--- src/rtl/hb_fir.sv ---
module hb_fir #(
  parameter int IN_W         = 12,
  parameter int HEAD_LAT     = 7,
  parameter bit LOWLOW_UNITY = 1'b1
) (
  input  logic                   clk,
  input  logic                   rst_n,
  input  logic                   interp_n,
  input  logic                   decim_n,
  input  logic                   sync,
  input  logic [IN_W-1:0]        din,
  output logic signed [IN_W+19:0] dout,
  output logic                   dout_valid
);
  localparam int TAPS  = 55;
  localparam int MID   = (TAPS - 1) / 2;
  localparam int NPAIR = (MID + 1) / 2;
  localparam int CF_W  = 18;
  localparam int ACC_W = IN_W + 20;

  function automatic logic signed [CF_W-1:0] coef(input int m);
    case (m)
      0:  coef = 18'sd20798;
      1:  coef = -18'sd6773;
      2:  coef = 18'sd3878;
      3:  coef = -18'sd2579;
      4:  coef = 18'sd1819;
      5:  coef = -18'sd1312;
      6:  coef = 18'sd949;
      7:  coef = -18'sd680;
      8:  coef = 18'sd476;
      9:  coef = -18'sd324;
      10: coef = 18'sd213;
      11: coef = -18'sd137;
      12: coef = 18'sd88;
      13: coef = -18'sd64;
      default: coef = '0;
    endcase
  endfunction

  logic sync_q, ph_q, take;
  logic signed [IN_W:0]    xin;
  logic signed [IN_W:0]    sr   [TAPS];
  logic signed [ACC_W-1:0] sum;
  logic signed [ACC_W-1:0] pipe [HEAD_LAT];
  logic [HEAD_LAT:0]       vp;

  wire m_unity = ~interp_n & ~decim_n & LOWLOW_UNITY;
  wire m_int   = (~interp_n & decim_n) | m_unity;
  wire m_dec   = interp_n & ~decim_n;

  assign take = sync_q ? ~sync : ph_q;

  always_comb begin
    if (!m_int)     xin = {din[IN_W-1], din};
    else if (!take) xin = '0;
    else if (m_unity) xin = {din, 1'b0};
    else            xin = {din[IN_W-1], din};
  end

  always_comb begin
    sum = ACC_W'(sr[MID]) <<< 15;
    for (int m = 0; m < NPAIR; m++)
      sum = sum + (ACC_W'(sr[MID-1-2*m]) + ACC_W'(sr[MID+1+2*m])) * ACC_W'(coef(m));
  end

  always_ff @(posedge clk or negedge rst_n) begin
    if (!rst_n) begin
      sync_q <= 1'b0;
      ph_q   <= 1'b0;
      vp     <= '0;
      for (int i = 0; i < TAPS; i++)     sr[i]   <= '0;
      for (int i = 0; i < HEAD_LAT; i++) pipe[i] <= '0;
    end else begin
      sync_q <= sync;
      ph_q   <= ~take;
      vp     <= {vp[HEAD_LAT-1:0], m_dec ? take : 1'b1};
      sr[0]  <= xin;
      for (int i = 1; i < TAPS; i++)     sr[i]   <= sr[i-1];
      pipe[0] <= sum;
      for (int i = 1; i < HEAD_LAT; i++) pipe[i] <= pipe[i-1];
    end
  end

  assign dout       = pipe[HEAD_LAT-1];
  assign dout_valid = vp[HEAD_LAT];
endmodule


--- config.mk ---
export PLATFORM = sky130hd
export DESIGN_NAME = hb_fir
export DESIGN_NICKNAME = d
export VERILOG_FILES = /design/src/rtl/hb_fir.sv
export SDC_FILE = /design/constraint.sdc
export NUM_CORES = 2
export LEC_CHECK = 0
export BUFFER_PORTS_ARGS = -buffer_cell sky130_fd_sc_hd__buf_2
export CELL_PAD_IN_SITES_DETAIL_PLACEMENT = 1
export CELL_PAD_IN_SITES_GLOBAL_PLACEMENT = 1
export CORE_ASPECT_RATIO = 0.7
export CORE_UTILIZATION = 25
export DETAILED_ROUTE_END_ITERATION = 16
export MAX_ROUTING_LAYER = met4
export PLACE_DENSITY_LB_ADDON = 0.1
export SETUP_SLACK_MARGIN = 0.05
export SYNTH_ARGS = -nofsm -noshare
export SYNTH_HDL_FRONTEND = slang
export SYNTH_SLANG_ARGS = --single-unit
--- constraint.sdc ---
create_clock -name clk -period 37.2 [get_ports clk]
set_input_delay 5.58 -clock clk [delete_from_list [all_inputs] [get_ports clk]]
set_output_delay 5.58 -clock clk [all_outputs]
set_load 0.02 [all_outputs]
==> flow_summary.json <==
{
  "grt_antenna_before_repair": 26,
  "top_reg_cell_synth": "sky130_fd_sc_hd__dfrtp_1",
  "final_min_period_over_clock_period": 0.456,
  "asyncSetResetFlopFracSynth": 1.00,
  "place.detailed.hpwl_mm": 232,
  "slowest_delay_ps": 900,
  "synthesis.nets": 8906,
  "boundaryPins": 50,
  "detail_route.vias_per_cell": 4.10,
  "synth_edf_count": 0,
  "critical_path_required_ps": 37820,
  "final_cells": 11000,
  "synthDistinctLibCells": 83,
  "initial_core_utilization": 0.252,
  "detail_route.drc_violations": 0,
  "post_synth_inst_count": 6564,
  "grt_pass1_vias": 51400,
  "nFillCells": 34400,
  "grt_busiest_layer": "met1",
  "tritoncts": "built",
  "fp.coreArea_mm2": 0.311,
  "design.die.area_mm2": 0.316,
  "drv.max_cap_violation_count": 0,
  "cp_slowest_cell": "sky130_fd_sc_hd__a21oi_1",
  "holdPathStages": 0,
  "status": "complete, no violations",
  "hold_class": "reg -> reg",
  "crit-reg2reg-launch": "sr[105]",
  "timing.final.setup_violations": 0,
  "r2r_slack_ps": 20240,
  "clkSlewWorstSetupHoldPaths_ps": 60,
  "critical_path.startpoint_type": "flop",
  "grt_first_pass_wirelength_mm": 384,
  "die_height_um": 470,
  "h-tree-depth": 3,
  "slew_headroom": 0.165,
  "max-clock-path-buffers": 3,
  "maxSlewViolCount": 0,
  "layout.cells.most_common": "sky130_fd_sc_hd__inv_1",
  "netlist_area_mm2": 0.0784,
  "globalRouteMet1Util": 0.289,
  "timing.rr.end": "pipe[223]",
  "gp_routability_congestion": 0.832,
  "worstMarginPinSlew_ps": 1240,
  "die_width_um": 671,
  "drive_gt1_frac": 0.0569,
  "fp-row-count": 171,
  "detailedRoute.firstPassIterationCount": 5,
  "count_of_nets_after_finishing": 9105,
  "root_buffer": "sky130_fd_sc_hd__clkbuf_16",
  "most-common-layout-cells": "sky130_fd_sc_hd__inv_1 (1727), sky130_fd_sc_hd__fa_1 (1175), sky130_fd_sc_hd__ha_1 (1150)",
  "post_route_ant_nets": 0,
  "fin_crit_ps": 16960,
  "ys_seq_elements": 949,
  "rr_worst_depth": 54,
  "final.setup.tns_ps": 0,
  "met2_usage": 0.228,
  "hold_end": "pipe[141]",
  "cts_buffers": 106,
  "grt_use_met3": 0.0221,
  "synth-warning-count": 0,
  "worst_clock_skew_ps": 73.8,
  "synthToLayoutAreaGrowth_pct": 12.5,
  "grt.overflow.total": 0,
  "clock.fmax_ghz": 0.0590,
  "hold_sp": "pipe[173]",
  "post_cts_hold_buffer_count": 0,
  "clkLatencyLatePin_ps": 780,
  "critical_path_peak_fanout": 4,
  "crit_start": "sr[105]",
  "grt_setup_unrepaired": "false",
  "place_inst": 10800,
  "cts_setup_buffers": 0,
  "grt_start_max_net_pins": 160,
  "drtIter0Drc": 2261,
  "syn_avg_cell_area_um2": 11.9,
  "totalWireLength_mm": 263,
  "number_of_hold_violations_in_the_final_report": 0,
  "setup.worst_path.end_class": "flop",
  "critPathMostFrequentCell": "sky130_fd_sc_hd__fa_1",
  "port_buffers": 49,
  "criticalPathCategory": "reg -> reg",
  "groute.usage.overall": 0.176,
  "routed_wire_length_per_instance_um": 23.9,
  "seq_area_frac_synth": 0.303,
  "dr_total_vias": 45200,
  "postCtsResizedCells": 0,
  "timing.critical_path.arrival_ps": 17580,
  "sinks_on_the_clock_net": 949
}
==> synth_stat cells (20+ instances only) <==
cell type	count	share of area
sky130_fd_sc_hd__xor2_1	94	0.011
sky130_fd_sc_hd__o21a_1	33	0.0032
sky130_fd_sc_hd__buf_4	32	0.0031
sky130_fd_sc_hd__o21bai_1	69	0.0066
sky130_fd_sc_hd__o21ai_1	55	0.0035
sky130_fd_sc_hd__o21ai_0	66	0.0042
sky130_fd_sc_hd__nand2b_1	25	0.0020
sky130_fd_sc_hd__a21oi_1	203	0.013
sky130_fd_sc_hd__a31oi_1	20	0.0016
sky130_fd_sc_hd__dfrtp_1	949	0.30
sky130_fd_sc_hd__nand3_1	22	0.0014
sky130_fd_sc_hd__nor2b_1	32	0.0026
sky130_fd_sc_hd__inv_1	1727	0.083
sky130_fd_sc_hd__ha_1	1150	0.18
sky130_fd_sc_hd__xnor2_1	253	0.028
sky130_fd_sc_hd__fa_1	1175	0.30
sky130_fd_sc_hd__nor2_1	164	0.0079
sky130_fd_sc_hd__nor3_1	48	0.0031
sky130_fd_sc_hd__nand2_1	116	0.0056
sky130_fd_sc_hd__a21o_1	74	0.0071
==> registers in the layout, indices dropped and copies added, names as in the netlist <==
register,cells
vp,8
ph_q,1
pipe,192
sync_q,1
sr,715
dout,32
==> routing by layer <==
layer  up-vias  wire, um
li1      20700         -
met1     23900    152000
met2       491    100000
met3       158      8360
met4         0      2850
met5         -         0
==> area by class of cell <==
cell class                 instances  area [um2]  share of cell area
multi-input combinational       3840       48100               0.546
sequential                       949       23700               0.269
inverter                        1733        6500              0.0738
tap                             4152        5190              0.0589
clock buffer                     133        2840              0.0323
timing repair buffer             133         898              0.0102
clock inverter                    54         840             0.00952
antenna                           13        32.5            0.000369
==> how the worst max path moves through the flow <==
stage                     slack (ps)   endpoint
after floorplan                22860  pipe[223]
after global placement         20330  pipe[223]
after detailed placement       20220  pipe[223]
after CTS                      20100  pipe[223]
after global routing           19250  pipe[223]
final                          20240  pipe[223]
==> cell families after synthesis <==
family / Yosys count / synth area share
other: 1 / 0.0000478
AO/OA/AOI/OAI: 658 / 0.0548
adder cells (fa/ha/maj): 2325 / 0.484
XOR/XNOR: 353 / 0.0405
flip-flops: 949 / 0.303
multiplexers: 14 / 0.00190
buffers and inverters: 1775 / 0.0865
AND/OR/NAND/NOR: 489 / 0.0296
==> critical path, delay by kind of cell (launching register included) <==
family	cells	cell delay [ps]
flip-flops	1	420
XOR/XNOR	6	1770
AND/OR/NAND/NOR	6	1000
adder cells (fa/ha/maj)	17	8260
buffers and inverters	9	680
AO/OA/AOI/OAI	16	4640
==> metrics by stage <==
stage               hold slack, ps  area (um2)  utilization  setup slack (ps)
floorplan                      331       78400            -             22860
global placement               332       84400        0.271             20330
detailed placement             336       84400        0.271             20220
CTS                            310       88100        0.283             20100
global route                   318       88100        0.283             19250
finish                         311       88200        0.283             20240
Power is not shown: default switching activity piles up to over one toggle a cycle in this logic, so the estimate is an artifact.
